===== src/rtl/rx_tmo_pkg.sv =====
package rx_tmo_pkg;
  // Units of the programmed value are 2**UNIT_SHIFT bit-times.
  localparam int unsigned UNIT_SHIFT    = 3;
  localparam int unsigned UNITS_W       = 8;
  localparam int unsigned DEFAULT_UNITS = 3;
  localparam int unsigned COUNT_W       = UNITS_W + UNIT_SHIFT;
endpackage


===== src/rtl/tmo_reload_gen.sv =====
module tmo_reload_gen #(
  parameter int unsigned UNITS_W    = 8,
  parameter int unsigned UNIT_SHIFT = 3,
  localparam int unsigned COUNT_W   = UNITS_W + UNIT_SHIFT
) (
  input  logic [UNITS_W-1:0] units,
  output logic [COUNT_W-1:0] reload
);
  // units * 2**UNIT_SHIFT + (2**UNIT_SHIFT - 1): shift and fill with ones.
  generate
    if (UNIT_SHIFT == 0) begin : g_plain
      assign reload = units;
    end else begin : g_scaled
      assign reload = {units, {UNIT_SHIFT{1'b1}}};
    end
  endgenerate
endmodule


===== src/rtl/tmo_down_counter.sv =====
module tmo_down_counter #(
  parameter int unsigned COUNT_W             = 11,
  parameter logic [COUNT_W-1:0] RESET_COUNT  = '0
) (
  input  logic               clk,
  input  logic               rst_n,
  input  logic               load,
  input  logic               step,
  input  logic [COUNT_W-1:0] reload,
  output logic               expire,
  output logic [COUNT_W-1:0] count
);
  localparam logic [COUNT_W-1:0] ONE = COUNT_W'(1);

  logic nonzero;
  assign nonzero = |count;
  // The step that takes the count from one to zero is the expiry event.
  assign expire  = !load && step && (count == ONE);

  always_ff @(posedge clk) begin
    if (!rst_n) begin
      count <= RESET_COUNT;
    end else if (load) begin
      count <= reload;
    end else if (step && nonzero) begin
      count <= count - ONE;
    end
  end
endmodule


===== src/rtl/tmo_flag_reg.sv =====
module tmo_flag_reg (
  input  logic clk,
  input  logic rst_n,
  input  logic set,
  input  logic clear,
  output logic flag
);
  // Set has priority so an expiry coinciding with a clear is never lost.
  always_ff @(posedge clk) begin
    if (!rst_n) begin
      flag <= 1'b0;
    end else if (set) begin
      flag <= 1'b1;
    end else if (clear) begin
      flag <= 1'b0;
    end
  end
endmodule


===== src/rtl/rx_tmo_watchdog.sv =====
module rx_tmo_watchdog
  import rx_tmo_pkg::*;
#(
  parameter int unsigned UNITS_P   = UNITS_W,
  parameter int unsigned SHIFT_P   = UNIT_SHIFT,
  parameter int unsigned DEFAULT_P = DEFAULT_UNITS,
  localparam int unsigned CNT_W    = UNITS_P + SHIFT_P
) (
  input  logic               clk,
  input  logic               rst_n,
  input  logic               bit_tick,
  input  logic               line_idle,
  input  logic               fifo_nonempty,
  input  logic               frame_end,
  input  logic               wd_enable,
  input  logic [UNITS_P-1:0] tmo_units,
  input  logic               src_sel,
  input  logic               tmo_clear,
  output logic               tmo_flag
);
  localparam logic [UNITS_P-1:0] DEF_UNITS  = UNITS_P'(DEFAULT_P);
  localparam logic [CNT_W-1:0]   RESET_LOAD =
    CNT_W'((int'(DEF_UNITS) << SHIFT_P) + ((1 << SHIFT_P) - 1));

  logic [CNT_W-1:0] reload_val;
  logic [CNT_W-1:0] count_q;
  logic             load;
  logic             step;
  logic             expire;
  logic             unused_src;

  // Source selection is carried at the boundary only.
  assign unused_src = src_sel;

  assign load = !fifo_nonempty || frame_end;
  assign step = bit_tick && line_idle && fifo_nonempty;

  tmo_reload_gen #(
    .UNITS_W   (UNITS_P),
    .UNIT_SHIFT(SHIFT_P)
  ) u_reload (
    .units (tmo_units),
    .reload(reload_val)
  );

  tmo_down_counter #(
    .COUNT_W    (CNT_W),
    .RESET_COUNT(RESET_LOAD)
  ) u_count (
    .clk   (clk),
    .rst_n (rst_n),
    .load  (load),
    .step  (step),
    .reload(reload_val),
    .expire(expire),
    .count (count_q)
  );

  tmo_flag_reg u_flag (
    .clk  (clk),
    .rst_n(rst_n),
    .set  (expire && wd_enable),
    .clear(tmo_clear || !fifo_nonempty),
    .flag (tmo_flag)
  );
endmodule


===== config.mk =====
export PLATFORM = sky130hd
export DESIGN_NAME = rx_tmo_watchdog
export DESIGN_NICKNAME = d
export VERILOG_FILES = /design/src/rtl/rx_tmo_pkg.sv /design/src/rtl/tmo_reload_gen.sv /design/src/rtl/tmo_down_counter.sv /design/src/rtl/tmo_flag_reg.sv /design/src/rtl/rx_tmo_watchdog.sv
export SDC_FILE = /design/constraint.sdc
export NUM_CORES = 1
export LEC_CHECK = 0
export ABC_AREA = 1
export ABC_CLOCK_PERIOD_IN_PS = 2400
export BUFFER_PORTS_ARGS = -buffer_cell sky130_fd_sc_hd__buf_2
export CORE_ASPECT_RATIO = 1.1
export CORE_UTILIZATION = 24
export DETAILED_ROUTE_END_ITERATION = 8
export GPL_ROUTABILITY_DRIVEN = 1
export HOLD_SLACK_MARGIN = 0.12
export SYNTH_ARGS = -nofsm -noshare
export SYNTH_HDL_FRONTEND = slang
export SYNTH_SLANG_ARGS = --single-unit

===== constraint.sdc =====
create_clock -name clk -period 2.4 [get_ports clk]
set_input_delay 0.36 -clock clk [delete_from_list [all_inputs] [get_ports clk]]
set_output_delay 0.36 -clock clk [all_outputs]
set_load 0.05 [all_outputs]

# [Word-level counts from Yosys, hierarchy flattened]
# Index checks and enable logic that the tools add are counted.
[totals] wordCells=24 inputBits=17 regBits=12 output_inout_bits=1
[op_classes] bitwise_logic=1 muxes=4 eq_ne=1 n_reduce_logical=14 n_addsub=1
[op_table] cell="two-way mux 11 bit" count=2
[op_table] cell="== test 11 x 1 -> 1 bit, second input constant" count=1
[op_table] cell="OR reduction 11 bit" count=1
[op_table] cell="subtractor 11 x 1 -> 11 bit, second input constant" count=1
[op_table] cell="logical AND 1 bit" count=6
[op_table] cell="nonzero test 2 bit" count=2
[op_table] cell="zero test 1 bit" count=2
[op_table] cell="logical OR 1 bit" count=2
[op_table] cell="two-way mux 1 bit" count=2
[op_table] cell="OR reduction 2 bit" count=1
[op_table] cell="NOT 1 bit" count=1

# [Longest topological paths before layout]
# Gate-level depths: netlist (run 1).
[logic_depth] depth_word=7 ltp_mapped=10 ltp_nobuf=10

# [Modules after synthesis]
# A second synthesis (run 1) with hierarchy kept.
[unflattened] hier_cells=147 area_unflattened_um2=929.6
[by_module_without_submodules] mod="tmo_down_counter" seq_area_each_um2=220.2 instances=1 cells_per_inst=120 area_per_inst_um2=765.7
[by_module_without_submodules] mod="tmo_reload_gen" seq_area_each_um2=0.0 instances=1 cells_per_inst=12 area_per_inst_um2=86.3
[by_module_without_submodules] mod="tmo_flag_reg" seq_area_each_um2=20.0 instances=1 cells_per_inst=6 area_per_inst_um2=43.8
[by_module_without_submodules] mod="rx_tmo_watchdog" seq_area_each_um2=0.0 instances=1 cells_per_inst=9 area_per_inst_um2=33.8

# [Least setup slack after synthesis (run 1)]
# OpenSTA, ideal clock, no wires.
[synth_path] path_kind="flip-flop to flip-flop" startpoint="register u_count.count[0]" endpoint="register u_count.count[2]" path_buffers=0 period_less_slack_ns=1.335 setup_slack_ns=1.065 setup_time_ns=0.124 t_required_ns=2.276 arrival_time_ns=1.211 stages_incl_launch_ff=8 path_cell_list="dfxtp_1 -> inv_1 -> ha_1 -> nor3b_2 -> a21oi_1 -> nand2_1 -> a21boi_1 -> o21ai_0"
[synth_via] elab_chain_cells=2 elab_cells_between_ends=3 classes_between="add/sub: 1; reduce/logical: 2"
[synth_rtl] element="from (decl)" line="tmo_down_counter.sv:11" source="output logic [COUNT_W-1:0] count"
[synth_rtl] element="from (signal assigned)" line="tmo_down_counter.sv:24" source="count <= reload;"
[synth_rtl] element="from (signal assigned)" line="tmo_down_counter.sv:26" source="count <= count - ONE;"
[synth_rtl] element="parallel branches: the longest is 2 deep, another holds subtractor 11 x 1 -> 11 bit"
# Parallel ways; which one is timed is not known.
# A chain may end at the register's enable or synchronous reset.

# [Final worst setup path (run 1)]
# Ends and elaborated chain as after synthesis.

==> results of run 1 <==
worst max-delay path by stage:
| stage | cells after the start | slack [ns] | from | to |
|---|---|---|---|---|
| after floorplan | 7 | 1.07 | u_count.count[0] | u_count.count[2] |
| after global placement | 7 | 0.96 | u_count.count[0] | u_count.count[2] |
| after detailed placement | 7 | 0.92 | u_count.count[0] | u_count.count[2] |
| after CTS | 7 | 0.89 | u_count.count[0] | u_count.count[2] |
| after global routing | 7 | 0.73 | u_count.count[0] | u_count.count[2] |
| final | 7 | 0.91 | u_count.count[0] | u_count.count[2] |
metrics by stage:
stage | instances | hold slack [ns]
after CTS | 176 | 0.276
final | 176 | 0.293
after global placement | 172 | 0.462
after floorplan | 122 | 0.446
after global routing | 176 | 0.283
after detailed placement | 172 | 0.470
cell families (layout without fill, tap and decap cells):
family,count (synthesis),count (layout),synth area share [%]
AOI/OAI and AO/OA,11,11,8.12
xor gates and xnor gates,6,6,6.56
adders and majority gates,3,3,4.69
buffers and inverters,13,33,6.09
DFF,12,12,30.0
and+or+nand+nor,77,77,44.5
power breakdown:
part | internal [W] | switching (W)
clock network | 0.0000923 | 0.0000738
registers | 0.000208 | 0.0000109
logic | 0.0000299 | 0.0000388
sequential cells by signal, summed over array words and instances (netlist names):
name	flops
u_flag.flag	1
u_count.count	11
cell type report:
| class | instances | area (um^2) | area share (%) |
|---|---|---|---|
| multi-input combinational | 97 | 512 | 53.1 |
| sequential | 12 | 240 | 24.9 |
| timing repair buffer | 17 | 87.6 | 9.09 |
| inverter | 12 | 45.0 | 4.68 |
| tap | 34 | 42.5 | 4.42 |
| clock buffer | 4 | 36.3 | 3.77 |
critical path, delay by kind of cell, from the launching register on:
kind                       cells  cell delay (ns)
AOI/OAI and AO/OA              3             0.45
DFF                            1             0.36
buffers and inverters          1             0.10
adders and majority gates      1             0.20
and+or+nand+nor                2             0.26
routing by layer:
layer	global-route usage, %	wire, um	vias up
li1	-	-	428
met1	12.8	854	328
met2	17.9	809	11
met3	1.66	71	2
met4	7.32	28	0
met5	0	0	-
cells in the mapped netlist (all sizes together):
master  count  area share (%)
a21boi      1            0.94
a21oi       5             3.1
clkbuf      1            0.47
dfxtp      12              30
ha          3             4.7
inv        12             5.6
nand2      32              17
nand3      16              11
nand3b      1            0.94
nand4       1            0.78
nor2       26              14
nor3b       1             1.6
o211ai      3             2.8
o21ai       2             1.3
xnor2       1             1.1
xor2        5             5.5
==> impl_metrics.json, run 1 <==
{
  "status": "finished, violations left",
  "violations": "design-rule violations",
  "slowest_stage": "dfxtp_1",
  "hold_violations": 0,
  "h-tree-depth": 1,
  "r2r_start": "u_count.count[0]",
  "hold_buffers": 0,
  "gr-usage-all-layers_pct": 10.9,
  "r2r-end": "u_count.count[2]",
  "postCtsSetupBuffers": 0,
  "first_pass_iters": 8,
  "peakVddDrop_mv": 0.174,
  "cts_tree": "yes",
  "cap_violations": 0,
  "dp_hpwl_mm": 1.34,
  "placed_cell_area_um2": 927,
  "path_clk_slew_ns": 0.08,
  "synth_cells": 122,
  "synth_fp_nets": 142,
  "seq_area_frac_synth_pct": 30.0,
  "min_path_cells": 3,
  "syn-cell-area_um2": 801,
  "drc": 4,
  "hold_path_end": "u_count.count[6]",
  "n_antenna_cell": 0,
  "final_cell_mix": "nand2_1, nor2_1, buf_2",
  "overflow": 0,
  "io_pins": 18,
  "die_h_um": 62.6,
  "final_util_pct": 31.1,
  "finalPower_w": 0.000454,
  "cts_sinks": 12,
  "timing.final.crit_share_pct": 62.1,
  "wl_per_cell_um": 10.0,
  "end_kind": "flop",
  "fin_ws_ns": 0.909,
  "setup_viol": 0,
  "final_common_cell": "nand2_1",
  "nets": 163,
  "crit_path_start_kind": "flop",
  "p_leak_nw": 0.475,
  "ys_types": 21,
  "period_needed_ns": 1.49,
  "syn_avg_cell_area_um2": 6.56,
  "core_region_area_um2": 3100,
  "vias_per_cell": 4.37,
  "antenna_found_initial": 0,
  "worst-path-max-fanout": 5,
  "dieArea_um2": 3570,
  "worstSetupPathType": "flop to flop",
  "area_growth_pct": 20.3,
  "slew_headroom_pct": 79.4,
  "critPathArrivalTime_ns": 1.66,
  "rows": 21,
  "initial_core_util_pct": 25.8,
  "worst_slew_pin_slew_ns": 0.308,
  "cts_made_buffers": 3,
  "numPortBuffers": 16,
  "r2r_slack_ns": 0.91,
  "cp_cell_sequence": "inv_1 > ha_1 > nor3b_2 > a21oi_1 > nand2_1 > a21boi_1 > o21ai_0",
  "die_x_um": 57.1,
  "fin_setup_tns_ns": 0,
  "cts_resized": 0,
  "worst_clock_skew_ns": 0.000959,
  "design_area_um2": 963,
  "finalMaxSlewViolations": 0,
  "place_ws_ns": 0.921,
  "yosys_warnings": 0,
  "num_vias": 769,
  "postRouteAntennaNets": 0,
  "fill_cells": 365,
  "hold_start": "rst_n",
  "grt_pass1_wl_mm": 3.01,
  "holdCritPathClass": "primary input to flop",
  "drtIter0Drc": 14,
  "wl_mm": 1.76,
  "cp.required_ns": 2.56,
  "critPathMaxStageDelay_ns": 0.36,
  "clock_latency_ns": 0.28,
  "grt_max_degree": 13,
  "root_buffer": "clkbuf_4",
  "ys_seq_elements": 12,
  "ff2ff_path_depth": 7,
  "rsz0062_at_grt": "false",
  "gp_congestion": 0.780,
  "powerDensity_nw_per_um2": 471,
  "clock_path_buffers": 2,
  "drive_above_1_share_pct": 21.1,
  "grt_pass1_vias": 728,
  "max_clock_freq_mhz": 671
}
No activity file was read; power rests on OpenSTA's default activity.
==> inputs of run 2 (changes only) <==
--- a/config.mk
+++ b/config.mk
@@ -6,7 +6,7 @@
 export NUM_CORES = 1
 export LEC_CHECK = 0
 export ABC_AREA = 1
-export ABC_CLOCK_PERIOD_IN_PS = 2400
+export ABC_CLOCK_PERIOD_IN_PS = 1200
 export BUFFER_PORTS_ARGS = -buffer_cell sky130_fd_sc_hd__buf_2
 export CORE_ASPECT_RATIO = 1.1
 export CORE_UTILIZATION = 24
==> constraint.sdc (replaced) <==
create_clock -name clk -period 1.2 [get_ports clk]
set_input_delay 0.18 -clock clk [delete_from_list [all_inputs] [get_ports clk]]
set_output_delay 0.18 -clock clk [all_outputs]
set_load 0.05 [all_outputs]
==> impl_metrics.json, run 2 (synthesis results as in run 1) <==
{
  "final_util_pct": 40.1,
  "finalMaxSlewViolations": 0,
  "first_pass_iters": 6,
  "setup_viol": 11,
  "clock_path_buffers": 2,
  "numPortBuffers": 16,
  "status": "finished, violations left",
  "use_met1_pct": 15.7,
  "die_x_um": 57.1,
  "gr-usage-all-layers_pct": 13.2,
  "drc": 7,
  "worst_slew_pin_slew_ns": 0.310,
  "register_area_um2": 245,
  "h-tree-depth": 1,
  "slew_headroom_pct": 79.3,
  "worst-path-max-fanout": 5,
  "cap_violations": 0,
  "cts_sinks": 12,
  "critPathArrivalTime_ns": 1.57,
  "holdCritPathClass": "primary input to flop",
  "dp_hpwl_mm": 1.61,
  "nets": 188,
  "grt_max_degree": 11,
  "cts_made_buffers": 3,
  "die_h_um": 62.6,
  "grt_pass1_wl_mm": 3.69,
  "grt.met2_usage_pct": 23.1,
  "initial_core_util_pct": 25.8,
  "fin_ws_ns": -0.188,
  "grt_pass1_vias": 879,
  "wl_per_cell_um": 10.9,
  "p_leak_nw": 0.609,
  "fill_cells": 342,
  "postRouteAntennaNets": 0,
  "powerDensity_nw_per_um2": 721,
  "n_antenna_cell": 0,
  "violations": "design-rule violations, negative setup slack",
  "hold_violations": 0,
  "io_pins": 18,
  "rsz0062_at_grt": "true",
  "placed_cell_area_um2": 1110,
  "peakVddDrop_mv": 0.286,
  "busiest_layer": "met2",
  "cp.required_ns": 1.38,
  "finalPower_w": 0.000896,
  "core_region_area_um2": 3100,
  "fin_setup_tns_ns": -1.35,
  "root_buffer": "clkbuf_4",
  "final_cells": 200,
  "end_kind": "flop",
  "gp_congestion": 0.756,
  "reg_top3": "u_count.count (11), u_flag.flag (1)",
  "worst_clock_skew_ns": 0.000945,
  "regMostFlops": "u_count.count",
  "num_vias": 900,
  "timing.final.crit_share_pct": 116,
  "crit_path_start_kind": "flop",
  "overflow": 0,
  "max_clock_freq_mhz": 720,
  "dp.cells": 193,
  "period_needed_ns": 1.39,
  "area_growth_pct": 55.2,
  "drtIter0Drc": 29,
  "drive_above_1_share_pct": 41.6,
  "design_area_um2": 1240,
  "wl_mm": 2.18,
  "dieArea_um2": 3570,
  "path_clk_slew_ns": 0.08,
  "final_common_cell": "nand2_1",
  "final_cell_mix": "nand2_1, buf_4, nor2_1",
  "worstSetupPathType": "flop to flop",
  "cts_tree": "yes",
  "largest_reg_flops": 11,
  "antenna_found_initial": 0,
  "vias_per_cell": 4.50,
  "met3_usage_pct": 0.828,
  "clock_latency_ns": 0.27,
  "rows": 21,
  "multi_input_area_um2": 601
}
## run 2: cell count changes in the layout (fill, tap and decap cells not counted), sizes merged
cell / before / now
dlygate4sd3: 0 / 1
buf: 17 / 40
clkbuf: 4 / 3
nand2: 32 / 33
## run 2: layout make-up
| cell class | count | share of cell area [%] |
|---|---|---|
| inverter | 12 | 4.03 |
| tap | 34 | 3.42 |
| sequential | 12 | 19.7 |
| clock buffer | 3 | 1.81 |
| timing repair buffer | 41 | 22.7 |
| multi-input combinational | 98 | 48.3 |
## run 2: power breakdown
| part | total [W] | internal (W) | switching (W) | leakage, nW |
|---|---|---|---|---|
| Clock | 0.000255 | 0.000116 | 0.000138 | 0.0138 |
| Sequential | 0.000435 | 0.000417 | 0.0000181 | 0.0971 |
| Combinational | 0.000206 | 0.000101 | 0.000105 | 0.498 |
## run 2: path summary, 6_finish.rpt
check / startpoint / slack (ns) / endpoint / depth (start not counted)
setup / recovery: u_count.count[0] / -0.19 / u_count.count[6] / 10
hold / removal: tmo_units[0] / 0.14 / u_count.count[3] / 3
setup reg to reg: u_count.count[0] / -0.19 / u_count.count[6] / 10
hold reg to reg: u_flag.flag / 0.49 / u_flag.flag / 2
## run 2: critical path: stages (launching register included)
cell	delay, ns
dfxtp_2	0.34
inv_4	0.08
ha_4	0.11
nor3b_4	0.26
nand2_4	0.13
nand2_4	0.12
nor2_2	0.05
nand2_1	0.05
nand3_1	0.06
nand2_1	0.05
inv_1	0.04
## run 2: stage by stage
| step | worst slack [ns] | hold slack [ns] |
|---|---|---|
| floorplan | -0.0635 | 0.278 |
| global placement | -0.124 | 0.404 |
| detailed placement | -0.167 | 0.407 |
| CTS | -0.173 | 0.131 |
| global route | -0.289 | 0.154 |
| finish | -0.188 | 0.139 |
## run 2: layer usage
metal,share of wire [%],vias to the layer above
met5,0,-
met1,46,400
met2,51,15
met3,2.8,2
met4,0.87,0
li1,-,483
## run 2: what timing repair did
action                     CTS  global route
setup endpoints to repair   11            12
gates cloned                 0             1
hold endpoints to repair     1             0
resized for setup            1            18
setup buffers                2             1
hold buffers                 1             0
pin swaps                    1            11
==> inputs of run 3 (changes only) <==
--- a/config.mk
+++ b/config.mk
@@ -8,7 +8,7 @@
 export ABC_AREA = 1
 export ABC_CLOCK_PERIOD_IN_PS = 1200
 export BUFFER_PORTS_ARGS = -buffer_cell sky130_fd_sc_hd__buf_2
-export CORE_ASPECT_RATIO = 1.1
+export CORE_ASPECT_RATIO = 1.25
 export CORE_UTILIZATION = 24
 export DETAILED_ROUTE_END_ITERATION = 8
 export GPL_ROUTABILITY_DRIVEN = 1
==> impl_metrics.json, run 3 (synthesis results as in run 1) <==
{
  "slew_headroom_pct": 83.5,
  "worstSetupPathType": "flop to flop",
  "antenna_found_initial": 0,
  "path_delay_family": "simple AND/OR/NAND/NOR gates",
  "peakVddDrop_mv": 0.433,
  "cap_violations": 0,
  "p_switching_w": 0.000282,
  "violations": "negative setup slack",
  "path_buf_inv": 2,
  "p_comb_share_pct": 17.7,
  "drc": 0,
  "clock_path_buffers": 2,
  "hold_buffers": 0,
  "numPortBuffers": 16,
  "final_common_cell": "nand2_1",
  "powerDensity_nw_per_um2": 917,
  "h-tree-depth": 1,
  "critPathMaxStageDelay_ns": 0.33,
  "grt_pass1_vias": 794,
  "rows": 23,
  "gr-usage-all-layers_pct": 12.9,
  "die_h_um": 66.6,
  "nets": 184,
  "slowest_stage": "dfxtp_2",
  "critPathArrivalTime_ns": 1.47,
  "grt_pass1_wl_mm": 3.37,
  "crit_path_start_kind": "flop",
  "grt_max_degree": 9,
  "p_clk_share_pct": 42.3,
  "period_needed_ns": 1.32,
  "p_leak_nw": 0.588,
  "worst-path-max-fanout": 8,
  "switching_share_pct": 26.0,
  "clock_latency_ns": 0.24,
  "cts_sinks": 12,
  "critical_path.most_common_cell": "nand2_1",
  "regMostFlops": "u_count.count",
  "wl_per_cell_um": 9.93,
  "cp.required_ns": 1.35,
  "root_buffer": "clkbuf_8",
  "num_vias": 874,
  "timing.final.crit_share_pct": 110,
  "fin_ws_ns": -0.124,
  "wl_mm": 1.99,
  "dp_hpwl_mm": 1.60,
  "busiest_layer": "met2",
  "status": "finished, violations left",
  "gp_congestion": 0.795,
  "die_x_um": 53.7,
  "largest_reg_flops": 11,
  "use_met1_pct": 15.2,
  "vias_per_cell": 4.37,
  "area_growth_pct": 47.8,
  "io_pins": 18,
  "dieArea_um2": 3570,
  "worst_clock_skew_ns": 0.00189,
  "reg_top3": "u_count.count (11), u_flag.flag (1)",
  "setup_viol": 11,
  "grt.met2_usage_pct": 21.9,
  "first_pass_iters": 4,
  "drtIter0Drc": 14,
  "internal_power_w": 0.000803,
  "drive_above_1_share_pct": 36.2,
  "end_kind": "flop",
  "rsz0062_at_grt": "true",
  "fin_setup_tns_ns": -0.956,
  "postRouteAntennaNets": 0,
  "n_antenna_cell": 0,
  "holdCritPathClass": "primary input to flop",
  "hold_violations": 0,
  "overflow": 0,
  "finalPower_w": 0.00109,
  "place_ws_ns": -0.124,
  "core_region_area_um2": 3190,
  "cts_tree": "yes",
  "path_clk_slew_ns": 0.06,
  "worst_slew_pin_slew_ns": 0.249,
  "final_cell_mix": "nand2_1, buf_4, nor2_1",
  "met3_usage_pct": 2.28,
  "cts_made_buffers": 3,
  "max_clock_freq_mhz": 756,
  "cp_cell_sequence": "inv_4 > ha_4 > nor3b_4 > nand2_2 > nand2_4 > nor2_4 > nand2_1 > nand3_1 > nand2_1 > inv_1",
  "power_frac_seq_pct": 40.0,
  "finalMaxSlewViolations": 0,
  "initial_core_util_pct": 25.1
}
-- run 3: changes by cell type in the layout (fill, tap and decap cells not counted), moves of 3 or more --
cell,before,now
clkbuf_8,0,4
nand3_1,12,15
buf_6,3,0
clkbuf_4,3,0
-- run 3: layout make-up --
class / instances / area (um^2)
multi-input cells: 97 / 544
well taps: 37 / 46.3
inverters: 12 / 50.0
clock buffers: 4 / 55.1
flip-flops and latches: 12 / 243
fillers: 343 / 2010
repair buffers: 38 / 245
-- run 3: worst paths after layout --
| kind | start | end | slack [ns] | cells past startpoint |
|---|---|---|---|---|
| setup reg to reg | u_count.count[0] | u_count.count[7] | -0.12 | 10 |
| setup / recovery | u_count.count[0] | u_count.count[7] | -0.12 | 10 |
| hold / removal | rst_n | u_count.count[6] | 0.16 | 3 |
| hold reg to reg | u_flag.flag | u_flag.flag | 0.48 | 2 |
-- run 3: power groups by stage --
stage | Sequential (W) | Clock, W | Combinational [W]
floorplan | 0.000444 | 0 | 0.0000963
global placement | 0.000442 | 0 | 0.000188
detailed placement | 0.000442 | 0 | 0.000190
CTS | 0.000435 | 0.000462 | 0.000193
global route | 0.000436 | 0.000491 | 0.000217
finish | 0.000434 | 0.000459 | 0.000192
-- run 3: repair_timing --
action / CTS / global route
resized for setup: 3 / 1
cloned: 0 / 0
endpoints found under the hold margin: 0 / 0
setup buffers: 0 / 1
pin swaps: 4 / 1
endpoints found under the setup margin: 11 / 12
-- run 3: tightest hold or removal path, stage by stage --
cell and delay, ns:
buf_2 0.11, nand2_1 0.05, inv_1 0.04
-- run 3: metrics by stage --
stage	cells	utilization [%]	hold WS [ns]	cell area, um^2
2_1_floorplan	122	-	0.278	831
3_3_place_gp	195	34.8	0.413	1110
3_5_place_dp	195	34.8	0.412	1110
4_1_cts	199	36.7	0.162	1170
5_1_grt	200	37.1	0.190	1180
6_report	200	37.1	0.159	1180
-- run 3: layer usage --
metal / up-vias / routed length (um) / share of wire (%)
li1: 471 / - / -
met2: 10 / 1050 / 53
met3: 5 / 57 / 2.9
met5: - / 0 / 0
met1: 388 / 840 / 42
met4: 0 / 40 / 2.0
